$ cat config.mk
export PLATFORM = sky130hd
export DESIGN_NAME = gpio_setclr_port
export DESIGN_NICKNAME = d
export VERILOG_FILES = /design/src/rtl/gpio_pkg.sv /design/src/rtl/gpio_sync2.sv /design/src/rtl/gpio_latch_bank.sv /design/src/rtl/gpio_setclr_port.sv
export SDC_FILE = /design/constraint.sdc
export NUM_CORES = 1
export LEC_CHECK = 0
export ABC_AREA = 1
export BUFFER_PORTS_ARGS = -buffer_cell sky130_fd_sc_hd__buf_2
export CAP_MARGIN = 15
export CORE_UTILIZATION = 25
export CTS_BUF_LIST = sky130_fd_sc_hd__clkbuf_8
export DETAILED_ROUTE_END_ITERATION = 8
export GPL_TIMING_DRIVEN = 1
export PLACE_DENSITY = 0.44
export SETUP_SLACK_MARGIN = 0.05
export SLEW_MARGIN = 40
export SYNTH_ARGS = -nofsm -noshare
export SYNTH_HDL_FRONTEND = slang
export SYNTH_SLANG_ARGS = --single-unit
$ cat constraint.sdc
create_clock -name clk -period 0.91 [get_ports clk]
set_clock_uncertainty 0.05 [all_clocks]
set_input_delay 0.091 -clock clk [delete_from_list [all_inputs] [get_ports clk]]
set_output_delay 0.091 -clock clk [all_outputs]
set_load 0.1 [all_outputs]
$ cat src/rtl/gpio_pkg.sv
package gpio_pkg;
    localparam int REG_IDX_W = 2;

    typedef enum logic [REG_IDX_W-1:0] {
        REG_CLR = 2'd0,
        REG_SET = 2'd1,
        REG_DIR = 2'd2,
        REG_PIN = 2'd3
    } reg_sel_e;
endpackage

$ cat src/rtl/gpio_sync2.sv
module gpio_sync2 #(
    parameter int W = 32
) (
    input  logic         clk,
    input  logic         rst_n,
    input  logic [W-1:0] async_in,
    output logic [W-1:0] sync_out
);
    typedef struct packed {
        logic [W-1:0] stage1;
        logic [W-1:0] stage2;
    } sync_t;

    sync_t st_d, st_q;

    always_comb begin
        st_d        = st_q;
        st_d.stage1 = async_in;
        st_d.stage2 = st_q.stage1;
    end

    always_ff @(posedge clk or negedge rst_n) begin
        if (!rst_n) st_q <= '0;
        else        st_q <= st_d;
    end

    assign sync_out = st_q.stage2;


    sync_stage_chk: assert property (@(posedge clk) disable iff (!rst_n)
        sync_out == $past(st_q.stage1));
endmodule

$ cat src/rtl/gpio_latch_bank.sv
module gpio_latch_bank #(
    parameter int W = 32
) (
    input  logic         clk,
    input  logic         rst_n,
    input  logic         set_we,
    input  logic         clr_we,
    input  logic         dir_we,
    input  logic [W-1:0] wdata,
    output logic [W-1:0] latch_q,
    output logic [W-1:0] dir_q
);
    typedef struct packed {
        logic [W-1:0] latch;
        logic [W-1:0] dir;
    } bank_t;

    bank_t bk_d, bk_q;

    always_comb begin
        bk_d = bk_q;
        for (int i = 0; i < W; i++) begin
            if (set_we && wdata[i]) bk_d.latch[i] = 1'b1;
            if (clr_we && wdata[i]) bk_d.latch[i] = 1'b0;
        end
        if (dir_we) bk_d.dir = wdata;
    end

    always_ff @(posedge clk or negedge rst_n) begin
        if (!rst_n) bk_q <= '0;
        else        bk_q <= bk_d;
    end

    assign latch_q = bk_q.latch;
    assign dir_q   = bk_q.dir;


    clr_apply_chk: assert property (@(posedge clk) disable iff (!rst_n)
        clr_we |=> latch_q == ($past(latch_q) & ~$past(wdata)));

    set_apply_chk: assert property (@(posedge clk) disable iff (!rst_n)
        set_we |=> latch_q == ($past(latch_q) | $past(wdata)));

    latch_hold_chk: assert property (@(posedge clk) disable iff (!rst_n)
        !(set_we || clr_we) |=> $stable(latch_q));

    dir_hold_chk: assert property (@(posedge clk) disable iff (!rst_n)
        !dir_we |=> $stable(dir_q));
endmodule

$ cat src/rtl/gpio_setclr_port.sv
module gpio_setclr_port
    import gpio_pkg::*;
#(
    parameter int NLINES = 32
) (
    input  logic                 clk,
    input  logic                 rst_n,
    input  logic                 bus_wr,
    input  logic [REG_IDX_W-1:0] bus_addr,
    input  logic [NLINES-1:0]    bus_wdata,
    output logic [NLINES-1:0]    bus_rdata,
    input  logic [NLINES-1:0]    gpio_in,
    output logic [NLINES-1:0]    gpio_out,
    output logic [NLINES-1:0]    gpio_oe
);
    reg_sel_e          sel;
    logic              set_we, clr_we, dir_we;
    logic [NLINES-1:0] latch_q, dir_q, pins_q;

    assign sel    = reg_sel_e'(bus_addr);
    assign set_we = bus_wr && (sel == REG_SET);
    assign clr_we = bus_wr && (sel == REG_CLR);
    assign dir_we = bus_wr && (sel == REG_DIR);

    gpio_latch_bank #(.W(NLINES)) u_bank (
        .clk     (clk),
        .rst_n   (rst_n),
        .set_we  (set_we),
        .clr_we  (clr_we),
        .dir_we  (dir_we),
        .wdata   (bus_wdata),
        .latch_q (latch_q),
        .dir_q   (dir_q)
    );

    gpio_sync2 #(.W(NLINES)) u_sync (
        .clk      (clk),
        .rst_n    (rst_n),
        .async_in (gpio_in),
        .sync_out (pins_q)
    );

    always_comb begin
        unique case (sel)
            REG_DIR: bus_rdata = dir_q;
            REG_PIN: bus_rdata = pins_q;
            default: bus_rdata = '0;
        endcase
    end

    assign gpio_out = latch_q;
    assign gpio_oe  = dir_q;


    wo_read_zero_chk: assert property (@(posedge clk) disable iff (!rst_n)
        (bus_addr == REG_CLR || bus_addr == REG_SET) |-> bus_rdata == '0);

    dir_readback_chk: assert property (@(posedge clk) disable iff (!rst_n)
        (bus_addr == REG_DIR) |-> bus_rdata == gpio_oe);

    pin_write_ignored_chk: assert property (@(posedge clk) disable iff (!rst_n)
        (bus_wr && bus_addr == REG_PIN) |=> ($stable(gpio_out) && $stable(gpio_oe)));

    dir_store_chk: assert property (@(posedge clk) disable iff (!rst_n)
        (bus_wr && bus_addr == REG_DIR) |=> gpio_oe == $past(bus_wdata));
endmodule

# Word-level counts from Yosys, hierarchy flattened
# Index checks and enable logic that the tools add are counted.
# classes
muxes,65
reduce_logical,100
n_eq_ne,3
# ops
cell,n
$logic_and A1 B1 Y1,67
$mux W1,64
$pmux W32 S2,1
$reduce_bool A2 Y1,32
$eq A2 B2 Y1 const B,2
$eq A2 B1 Y1 const B,1
$logic_not A2 Y1,1
# word_totals
regBits,128
output_inout_bits,96

# Longest topological paths before layout
# logic_depth
word_depth,5
ltp_mapped,7
ltp_nobuf,4

# By module
# Synthesis repeated with hierarchy kept, for this count alone.
# hier_totals
cells_unflattened,546
area_unflattened_um2,4986.0
# modules_own_cells
module,area_per_inst_um2,n_inst,cells_each
gpio_latch_bank,2826.5,1,365
gpio_sync2,1601.5,1,64
gpio_setclr_port,558.0,1,117

# Worst setup path after synthesis
# Ideal clock, no wire load.
# synth_path
path_type,flip-flop to output port
startpoint,register u_bank.bk_q (netlist bit u_bank.dir_q[0])
endpoint,output port bus_rdata[0]
stages_incl_launch_ff,3
path_buffers,0
arrival_time_ps,1701
slack_ps,-932
path_cell_list,dfrtp_1 nand2_1 nand2_1
# synth_via
elab_chain_len,1
# synth_lines
item,line,source
from (decl),gpio_latch_bank.sv:18,"bank_t bk_d, bk_q;"
from (signal assigned),gpio_latch_bank.sv:31,else bk_q <= bk_d;
$pmux W32 S2,gpio_setclr_port.sv:44,unique case (sel)
to (decl),gpio_setclr_port.sv:11,"output logic [NLINES-1:0] bus_rdata,"
# Every way passes these cells.

# Worst setup path in the final report
# layout_path
startpoint,register u_bank.bk_q (netlist bit u_bank.dir_q[23])
endpoint,output port bus_rdata[23]
# Same word-level chain as after synthesis.

==> flow_metrics.py <==
metrics = {
    "critical_path": {
        "cp.arrival_ns": 1.29,
        "start_kind": "register",
        "max_stage_delay_ns": 0.52,
        "crit_type": "register to primary output",
        "critPathMaxFanout": 3,
        "worst_setup_path_end_kind": "primary output",
        "path_buf_inv": 1,
        "crit_chain": "nand2_4, nand2_8, buf_12",
        "cpMaxStageDelayCell": "dfrtp_4",
        "cp.required_ns": 0.77,
        "crit_cells": 3,
        "reg2reg_depth": 4,
        "cp_top_family": "flip-flops",
    },
    "synth": {
        "syn_inst": 492,
        "ys_ff_latch": 128,
        "yosys_warnings": 0,
        "synth_area_sq_um": 4950,
        "syn_area_per_cell_sq_um": 10.1,
        "syn_nets": 561,
        "synth-seq-area-share": 0.647,
        "ys_types": 12,
    },
    "power": {
        "leakagePower_nw": 4.63,
        "ir_worst_vdd_mv": 1.00,
        "power_density_nw_per_um2": 2180,
    },
    "sta": {
        "whs_ns": 0.00353,
        "slew_headroom": 0.795,
        "clock.fmax_mhz": 700,
        "setup_viol": 102,
        "setup_ws_ns": -0.518,
        "maxSlewViolCount": 0,
        "finalHoldViolations": 0,
        "rsz0062_at_grt": "yes",
        "tightest_slew_ns": 0.307,
        "period_minus_slack_ns": 1.43,
        "finalCritPeriodShare": 1.57,
    },
    "routing": {
        "viasPerCell": 4.29,
        "ant_nets": 0,
        "first_iter_violations": 226,
        "totalWireLength_um": 15600,
        "dr.pass1.iters": 4,
        "routedWlPerCell_um": 15.1,
        "route.detailed.drc": 0,
        "vias": 4427,
    },
    "flow_run": {
        "max-cap-violations": 0,
    },
    "grt": {
        "antenna_found_initial": 1,
        "grt-ovfl-total": 0,
        "globalRouteTotalUtil": 0.167,
        "grt_pass1_vias": 4811,
        "grt_pass1_wl_um": 25300,
        "grt_max_degree": 37,
    },
    "clock_network": {
        "cts_buffer_depth": 2,
        "cts_tree": "built",
        "cts_htree_levels": 4,
        "clk_latency_ns": 0.45,
        "cts_root_buf": "clkbuf_8",
        "cts_made_buffers": 17,
        "cts.sinks": 128,
        "clk_pin_slew_ns": 0.08,
    },
    "floorplan": {
        "fp.dieArea_sq_um": 20400,
        "placementRows": 51,
        "die_h_um": 143,
        "io_pins": 165,
        "core-area_sq_um": 19400,
        "start_util": 0.255,
        "die_w_um": 143,
    },
    "placed_design": {
        "gp_congestion": 0.730,
        "post-dp-hpwl_um": 11100,
        "pre_cts_ws_ns": -0.373,
        "numPortBuffers": 164,
    },
    "status": {
        "status": "finished, violations left",
        "violations": "negative setup slack",
    },
    "cells_and_area": {
        "area_growth_pct": 103,
        "drive_gt1_frac": 0.524,
        "nNetsFinal": 823,
    },
    "hold_path": {
        "min_path_type": "primary input to asynchronous set/reset pin",
    },
}
-- Yosys cell counts --
master / count / area share
buf_6: 5 / 0.011
nand3_1: 22 / 0.022
inv_2: 2 / 0.0015
nand3_2: 11 / 0.022
nand4_1: 64 / 0.081
nor2_4: 1 / 0.0023
buf_4: 5 / 0.0076
buf_2: 26 / 0.026
nand2_1: 225 / 0.17
buf_8: 2 / 0.0061
inv_4: 1 / 0.0013
dfrtp_1: 128 / 0.65
-- cells by family after synthesis --
group                  count (synthesis)  synth area share
AND/OR/NAND/NOR                      323             0.298
flip-flops                           128             0.647
buffers and inverters                 41            0.0541
-- cell type report --
| type | instances | area [sq um] |
|---|---|---|
| repair buffers | 281 | 3540 |
| multi-input cells | 323 | 2270 |
| diodes | 1 | 2.50 |
| clock buffers | 18 | 248 |
| flip-flops and latches | 128 | 3440 |
| fillers | 1744 | 9350 |
| clock inverters | 14 | 189 |
| well taps | 265 | 332 |
| inverters | 3 | 13.8 |
-- final timing paths --
| path | from | endpoint | slack (ns) |
|---|---|---|---|
| worst min-delay path | rst_n | u_sync.sync_out[13] | 0.004 |
| max in group asynchronous | rst_n | u_bank.latch_q[3] | 0.31 |
| min in group clk | bus_addr[0] | u_bank.latch_q[26] | 0.07 |
| worst min register to register | u_sync.st_d[5] | u_sync.sync_out[5] | 0.30 |
| worst max-delay path | u_bank.dir_q[23] | bus_rdata[23] | -0.52 |
| worst max register to register | u_bank.dir_q[24] | u_bank.dir_q[24] | -0.08 |
-- state kept, by name, summed over array words and instances (netlist names) --
name / flops
u_bank.dir_q: 32
u_sync.st_d: 32
u_bank.latch_q: 32
u_sync.sync_out: 32
-- metal layers --
metal	part of all wire	track usage
met5	0	0
met3	0.065	0.0550
met2	0.49	0.266
met1	0.42	0.209
met4	0.018	0.0645
-- cell usage in the layout (no fill, tap or decap), drive strengths merged --
cell         instances
bufinv               4
nor2                 1
diode                1
inv                  4
buf                215
clkinv               6
clkbuf              18
nand3               33
clkinvlp             3
nand4               64
dlygate4sd3         66
nand2              225
dfrtp              128
-- through the flow --
step | utilization | instance area, sq um | cells | TNS (ns) | total power [mW]
6_report | 0.518 | 10000 | 1033 | -40.78 | 21.9
5_1_grt | 0.518 | 10000 | 1032 | -45.85 | 22.8
4_1_cts | 0.512 | 9930 | 1027 | -43.11 | 22.0
3_5_place_dp | 0.448 | 8700 | 926 | -20.73 | 16.2
3_3_place_gp | 0.448 | 8700 | 926 | -19.61 | 16.1
2_1_floorplan | - | 5890 | 492 | -4.73 | 12.5
-- timing repair --
action / CTS / global route
hold buffers: 66 / 0
gates resized for setup: 29 / 21
setup buffers: 3 / 7
pin swaps: 5 / 5
endpoints found under the setup margin: 106 / 107
hold endpoints to repair: 224 / 0
gates cloned: 0 / 0
-- report_power, final --
group | total, mW | switching [mW] | internal, mW
Sequential | 7.27 | 0.688 | 6.58
Clock | 5.42 | 2.37 | 3.05
Combinational | 9.23 | 5.87 | 3.36
No activity file was read; power rests on OpenSTA's default activity.
